===== src/rtl/burst_seq_pkg.sv =====
package burst_seq_pkg;
   // bus effect class of a decoded cycle
   typedef enum logic [1:0] {
      CLS_ACT  = 2'd0,   // drive bus one cycle later
      CLS_NOP1 = 2'd1,   // float bus one cycle later
      CLS_NOP2 = 2'd2    // float bus two cycles later
   } bus_cls_t;

   typedef enum logic [1:0] {
      KIND_LOAD = 2'd0,
      KIND_CONT = 2'd1,
      KIND_IDLE = 2'd2
   } cyc_kind_t;
endpackage


===== src/rtl/burst_decode.sv =====
module burst_decode
   import burst_seq_pkg::*;
(
   input  logic      cmd_hold,
   input  logic      cmd_dir,
   input  logic      prev_idle,
   input  logic      burst_live,
   output cyc_kind_t kind,
   output bus_cls_t  cls
);
   always_comb begin
      if (!cmd_hold) begin
         kind = KIND_LOAD;
         cls  = CLS_ACT;
      end else if (prev_idle) begin
         kind = KIND_IDLE;
         cls  = CLS_NOP2;
      end else if (cmd_dir && burst_live) begin
         kind = KIND_CONT;
         cls  = CLS_ACT;
      end else begin
         kind = KIND_IDLE;
         cls  = CLS_NOP1;
      end
   end
endmodule


===== src/rtl/burst_addr_gen.sv =====
module burst_addr_gen #(
   parameter int CNT_W = 2
) (
   input  logic             order_xor,
   input  logic [CNT_W-1:0] start_lo,
   input  logic [CNT_W-1:0] beat_idx,
   output logic [CNT_W-1:0] addr_lo
);
   logic [CNT_W-1:0] lin_lo;
   logic [CNT_W-1:0] xor_lo;

   generate
      if (CNT_W == 1) begin : g_one_bit
         assign lin_lo = start_lo ^ beat_idx;
      end else begin : g_multi_bit
         assign lin_lo = start_lo + beat_idx;
      end
   endgenerate

   assign xor_lo  = start_lo ^ beat_idx;
   assign addr_lo = order_xor ? xor_lo : lin_lo;
endmodule


===== src/rtl/burst_hiz_ctl.sv =====
module burst_hiz_ctl
   import burst_seq_pkg::*;
(
   input  logic     clk,
   input  logic     rst_n,
   input  bus_cls_t cls_in,
   output logic     bus_hiz
);
   bus_cls_t cls_q;
   bus_cls_t cls_qq;

   always_ff @(posedge clk or negedge rst_n) begin
      if (!rst_n) begin
         cls_q   <= CLS_NOP2;
         cls_qq  <= CLS_ACT;
         bus_hiz <= 1'b1;
      end else begin
         cls_q  <= cls_in;
         cls_qq <= cls_q;
         if (cls_qq == CLS_NOP2)     bus_hiz <= 1'b1;
         else if (cls_q == CLS_NOP1) bus_hiz <= 1'b1;
         else if (cls_q == CLS_ACT)  bus_hiz <= 1'b0;
      end
   end

   // single idle floats the bus one edge later
   a_r6_float_next: assert property (@(posedge clk) disable iff (!rst_n)
      (cls_in == CLS_NOP1) |=> ##1 bus_hiz);
   // repeated idle floats the bus two edges later
   a_r7_float_late: assert property (@(posedge clk) disable iff (!rst_n)
      (cls_in == CLS_NOP2) |=> ##2 bus_hiz);
   // an active cycle with no deferred float pending drives the bus
   a_r9_drive: assert property (@(posedge clk) disable iff (!rst_n)
      (cls_in == CLS_ACT && cls_q != CLS_NOP2) |=> ##1 !bus_hiz);
endmodule


===== src/rtl/burst_seq.sv =====
module burst_seq
   import burst_seq_pkg::*;
#(
   parameter int ADDR_W    = 8,
   parameter int BURST_LEN = 4
) (
   input  logic              clk,
   input  logic              rst_n,
   input  logic              cmd_hold,
   input  logic              cmd_dir,
   input  logic              cmd_rate,
   input  logic              burst_mode,
   input  logic [ADDR_W-1:0] addr_in,
   output logic [ADDR_W-1:0] beat_addr,
   output logic              beat_valid,
   output logic              beat_rd,
   output logic              beat_sdr,
   output logic              bus_hiz
);
   localparam int CNT_W = $clog2(BURST_LEN);

   generate
      if ((1 << CNT_W) != BURST_LEN || CNT_W < 1) begin : g_bad_len
         $error("burst_seq: BURST_LEN must be a power of two, at least 2");
      end
      if (ADDR_W <= CNT_W) begin : g_bad_width
         $error("burst_seq: ADDR_W must exceed the burst index width");
      end
   endgenerate

   cyc_kind_t        kind;
   bus_cls_t         cls;
   logic             prev_idle;
   logic             burst_live;
   logic [CNT_W-1:0] start_lo;
   logic [CNT_W-1:0] beat_q;
   logic [CNT_W-1:0] beat_nxt;
   logic [CNT_W-1:0] addr_lo;

   burst_decode u_decode (
      .cmd_hold   (cmd_hold),
      .cmd_dir    (cmd_dir),
      .prev_idle  (prev_idle),
      .burst_live (burst_live),
      .kind       (kind),
      .cls        (cls)
   );

   assign beat_nxt = beat_q + 1'b1;

   burst_addr_gen #(.CNT_W(CNT_W)) u_addr (
      .order_xor (burst_mode),
      .start_lo  (start_lo),
      .beat_idx  (beat_nxt),
      .addr_lo   (addr_lo)
   );

   burst_hiz_ctl u_hiz (
      .clk     (clk),
      .rst_n   (rst_n),
      .cls_in  (cls),
      .bus_hiz (bus_hiz)
   );

   always_ff @(posedge clk or negedge rst_n) begin
      if (!rst_n) begin
         prev_idle  <= 1'b0;
         burst_live <= 1'b0;
         start_lo   <= '0;
         beat_q     <= '0;
         beat_addr  <= '0;
         beat_valid <= 1'b0;
         beat_rd    <= 1'b0;
         beat_sdr   <= 1'b0;
      end else begin
         prev_idle <= cmd_hold & ~cmd_dir;
         unique case (kind)
            KIND_LOAD: begin
               burst_live <= 1'b1;
               start_lo   <= addr_in[CNT_W-1:0];
               beat_q     <= '0;
               beat_addr  <= addr_in;
               beat_valid <= 1'b1;
               beat_rd    <= cmd_dir;
               beat_sdr   <= cmd_rate;
            end
            KIND_CONT: begin
               beat_q                <= beat_nxt;
               beat_addr[CNT_W-1:0]  <= addr_lo;
               beat_valid            <= 1'b1;
            end
            default: begin
               burst_live <= 1'b0;
               beat_valid <= 1'b0;
            end
         endcase
      end
   end

   // load captures address and type
   a_r1_load: assert property (@(posedge clk) disable iff (!rst_n)
      !cmd_hold |=> beat_valid && beat_addr == $past(addr_in)
                    && beat_rd == $past(cmd_dir) && beat_sdr == $past(cmd_rate));
   // continue keeps the burst type
   a_r2_keep_type: assert property (@(posedge clk) disable iff (!rst_n)
      (kind == KIND_CONT) |=> beat_valid && $stable(beat_rd) && $stable(beat_sdr));
   // upper address bits frozen during continue
   a_r5_upper_held: assert property (@(posedge clk) disable iff (!rst_n)
      (kind == KIND_CONT) |=> $stable(beat_addr[ADDR_W-1:CNT_W]));
   // idle request gives no beat
   a_r6_no_beat: assert property (@(posedge clk) disable iff (!rst_n)
      (cmd_hold && !cmd_dir) |=> !beat_valid);
   // continue with no live burst gives no beat
   a_r8_orphan: assert property (@(posedge clk) disable iff (!rst_n)
      (cmd_hold && !burst_live) |=> !beat_valid);
endmodule


===== config.mk =====
export PLATFORM = sky130hd
export DESIGN_NAME = burst_seq
export DESIGN_NICKNAME = d
export VERILOG_FILES = /design/src/rtl/burst_seq_pkg.sv /design/src/rtl/burst_decode.sv /design/src/rtl/burst_addr_gen.sv /design/src/rtl/burst_hiz_ctl.sv /design/src/rtl/burst_seq.sv
export SDC_FILE = /design/constraint.sdc
export NUM_CORES = 1
export LEC_CHECK = 0
export ABC_AREA = 1
export BUFFER_PORTS_ARGS = -buffer_cell sky130_fd_sc_hd__buf_2
export CAP_MARGIN = 20
export CORE_ASPECT_RATIO = 1.2
export CORE_MARGIN = 2
export CORE_UTILIZATION = 40
export CTS_CLUSTER_SIZE = 12
export DETAILED_ROUTE_END_ITERATION = 8
export PLACE_DENSITY = 0.64
export SLEW_MARGIN = 20
export SYNTH_ARGS = -nofsm -noshare
export SYNTH_HDL_FRONTEND = slang
export SYNTH_HIERARCHICAL = 1
export SYNTH_SLANG_ARGS = --single-unit

===== constraint.sdc =====
create_clock -name clk -period 2.55 [get_ports clk]
set_input_delay 0.3825 -clock clk [delete_from_list [all_inputs] [get_ports clk]]
set_output_delay 0.3825 -clock clk [all_outputs]
set_load 0.005 [all_outputs]

==> flow_results.org <==
** Routing
- After detailed routing, the average wire length per cell comes to 10.3 um.
- Overall via count from detail_route :: 753
- In this run the remaining antenna-violating nets after routing total 0.
- The first detailed-routing pass took 4 iterations.
- DRC violation count after routing :: 0
- Using the TritonRoute via totals, the vias-per-cell ratio works out to 4.51.
- For this block, the routed nets add up to 1.73 mm of wire.
- Detailed router's first-iteration violation count :: 9

** Die
- For this configuration, the core starts out at a cell density of 41.7%.
- Row Count :: 19
- Die extent in x :: 48.3 um
- Area of the die :: 0.00276 mm2
- Core outline area :: 0.00226 mm2
- Pin placement for this block handled 26 I/O pins.
- Die height :: 57.1 um

** Layout
- Counting the fill cells in the layout gives 227.
- The area growth from synthesis to layout is 19.0%.
- In the layout the commonest cells are sky130_fd_sc_hd__nand2_1, sky130_fd_sc_hd__buf_2, sky130_fd_sc_hd__dfrtp_1.
- Non-filler cells in the finished layout :: 167
- Most common cell after layout, fill and taps aside :: sky130_fd_sc_hd__nand2_1
- Final Net Count :: 152
- 0 antenna diodes ended up in the layout.
- Share of post-route cells with drive strength above 1 :: 25.7%

** Timing
- Final Slew Violations :: 0
- After layout, the worst path uses 57.0% of the clock period.
- For this run, the top clock speed supported by timing is 688 MHz.
- Setup TNS :: 0 ps
- Clock period minus worst slack :: 1450 ps
- Setup violations remaining at the end of the flow were counted as 0.
- The count of endpoints failing hold in the final timing report is 0.
- Normalized max-slew margin :: 62.7%
- Setup repair after global routing left no endpoint under its margin.
- Clock skew on the completed layout was measured at 7.44 ps.
- At the pin with the least slew margin, the transition time is 559 ps.

** GRT
- Wire length of the first global-routing pass :: 2.85 mm
- For this run the aggregate overflow at the end of global routing stands at 0.
- The initial antenna violation count came to 0.
- Largest net degree at the start of global routing :: 23
- Number of global-route vias before repair :: 694
- Across every metal layer, demand over resource in global routing totals 14.4%.

** Run
- Count of max-cap constraint violations :: 0

** Clocking
- Buffers added to address setup during post-CTS repair amount to 0.
- Clock Sink Count :: 22
- Quantity of gates resized following cts :: 0
- Buffers inserted to repair hold after CTS numbered 0.
- The clock passes through at most 2 buffers.
- CTS built an H-tree with a depth of 1.
- TritonCTS clock tree :: built
- The clock reaches the later pin of the worst-skew pair after 300 ps.
- Root buffer selected by CTS :: sky130_fd_sc_hd__clkbuf_4
- Cts bufs inserted :: 3
- Clock-pin slew was measured on the worst setup and hold paths at 120 ps.

** Synthesis
- By area the synthesized netlist is led by sky130_fd_sc_hd__dfrtp_1, sky130_fd_sc_hd__nand2_1, sky130_fd_sc_hd__dfstp_2.
- The number of nets in the synthesized netlist is 123.
- Counting flops and latches in the post-synthesis netlist gives 22.
- Synthesis instantiated 17 different standard cells from the library.
- Dividing the synthesized area by the synthesized cell count gives 8.71 um2.
- Cell taking the most area after synthesis :: sky130_fd_sc_hd__dfrtp_1
- For this run, the number of Yosys warnings is 6.
- Yosys top cell area share :: 53.2%
- Instance count of the mapped netlist :: 108
- Summing every instance area after synthesis gives 941 um2.
- Of the synthesized area, sequential elements account for 58.8%.

** Placed design
- Placed wire-length estimate after detailed placement :: 1.25 mm
- During placement, the flow inserted port buffers numbering 25.
- Once placement completed, the tool counted placed cells totaling 163.
- Placer Congestion :: 0.683

** Worst setup path
- Crit path required time :: 2790 ps
- Critical-path maximum fanout :: 16
- Setup CP Type :: register to register
- STA classifies the critical path startpoint as a register.
- Traced cell by cell, the critical path runs through nand2_1 -> nand2_1 -> nand2_1 -> nor2_4 -> nand2_1 -> nand3_1.
- Counting stages on the worst path, the most repeated cell is sky130_fd_sc_hd__nand2_1.
- Data on the critical path arrives at its endpoint at 1700 ps.
- STA classifies the critical path endpoint as a register.
- The slowest stage of the critical path is the sky130_fd_sc_hd__dfrtp_1 cell.
- The largest single stage delay on the critical path is 380 ps.

** Power
- VDD sags by at most 421 uV.
- In this run the static leakage power is 0.000626 uW.
- Power density of the placed cells :: 626 mW/mm2

** Hold path
- Type of the most critical hold path :: input pin to asynchronous set/reset pin

** Outcome
- The run finished with clean final reports.
critical path: cells and delay by family, from the launching register on:
kind,cells,cell delay (ps)
simple gates,6,1020
flops,1,380
cells in the mapped netlist:
| master | count |
|---|---|
| sky130_fd_sc_hd__nor2_1 | 5 |
| sky130_fd_sc_hd__nand3_2 | 1 |
| sky130_fd_sc_hd__inv_2 | 1 |
| sky130_fd_sc_hd__ha_1 | 1 |
| sky130_fd_sc_hd__o21a_1 | 1 |
| sky130_fd_sc_hd__inv_1 | 14 |
| sky130_fd_sc_hd__dfstp_2 | 2 |
| sky130_fd_sc_hd__nand2_1 | 40 |
| sky130_fd_sc_hd__o21ai_1 | 8 |
| sky130_fd_sc_hd__buf_4 | 1 |
| sky130_fd_sc_hd__nand2_2 | 1 |
| sky130_fd_sc_hd__and2_1 | 1 |
| sky130_fd_sc_hd__buf_6 | 1 |
| sky130_fd_sc_hd__nor2_4 | 1 |
| sky130_fd_sc_hd__o21ai_0 | 3 |
| sky130_fd_sc_hd__nand3_1 | 7 |
| sky130_fd_sc_hd__dfrtp_1 | 20 |
state kept, by name, indices dropped and copies added (netlist names), 2 cells and up:
name and flops:
beat_q 2, u_hiz/cls_q 2, beat_addr 8, start_lo 2
u_hiz/cls_qq 2
metrics by stage:
stage,instance area (um2),setup slack (ps),power [uW],hold slack (ps),utilization [%]
global route,1120,906,742,52.5,49.6
floorplan,941,1390,493,86.9,-
CTS,1120,1090,708,30.9,49.6
finish,1120,1100,701,24.9,49.6
detailed placement,1090,981,552,367,48.4
global placement,1090,1020,548,365,48.4
cell families (layout without fill, tap and decap cells):
kind of cell               count (synthesis)  in the layout  synth area share (%)
AOI/OAI and AO/OA                         12             12                  6.65
adders and majority gates                  1              1                  1.33
buffers and inverters                     17             45                  7.98
DFF                                       22             22                  58.8
and+or+nand+nor                           56             56                  25.3
per-layer routing:
layer / share of wire [%] / global-route usage, % / vias up
met5: 0 / 0 / -
met4: 1.6 / 9.27 / 0
met3: 2.3 / 0.949 / 2
met2: 50 / 21.1 / 10
met1: 46 / 20.1 / 352
li1: - / - / 389
final timing paths:
path,start,end,slack (ps),cells after the start
worst max-delay path,burst_live$_DFFE_PN0P_,beat_addr[1]$_DFFE_PN0P_,1100,6
worst min-delay path,rst_n,beat_rd$_DFFE_PN0N_,20,1
worst max register to register,burst_live$_DFFE_PN0P_,beat_addr[1]$_DFFE_PN0P_,1100,6
worst min register to register,u_hiz/cls_q[0]$_DFF_PN0_,u_hiz/cls_qq[0]$_DFF_PN0_,410,0
max in group asynchronous,rst_n,u_hiz/cls_q[1]$_DFF_PN1_,2170,1
min in group clk,cmd_dir,prev_idle$_DFF_PN0_,250,2
power breakdown:
part | internal [uW] | total [uW] | switching (uW)
logic | 56.9 | 133 | 76.2
clock network | 60.9 | 158 | 96.9
registers | 390 | 410 | 20.4
total | 508 | 701 | 194
layout make-up:
type                    instances  area [um2]  share of cell area [%]
flip-flops and latches         22         553                    49.4
multi-input cells              69         313                    27.9
repair buffers                 26         133                    11.8
inverters                      15        56.3                    5.03
well taps                      31        38.8                    3.46
clock buffers                   4        26.3                    2.35
No activity file was read; power rests on OpenSTA's default activity.
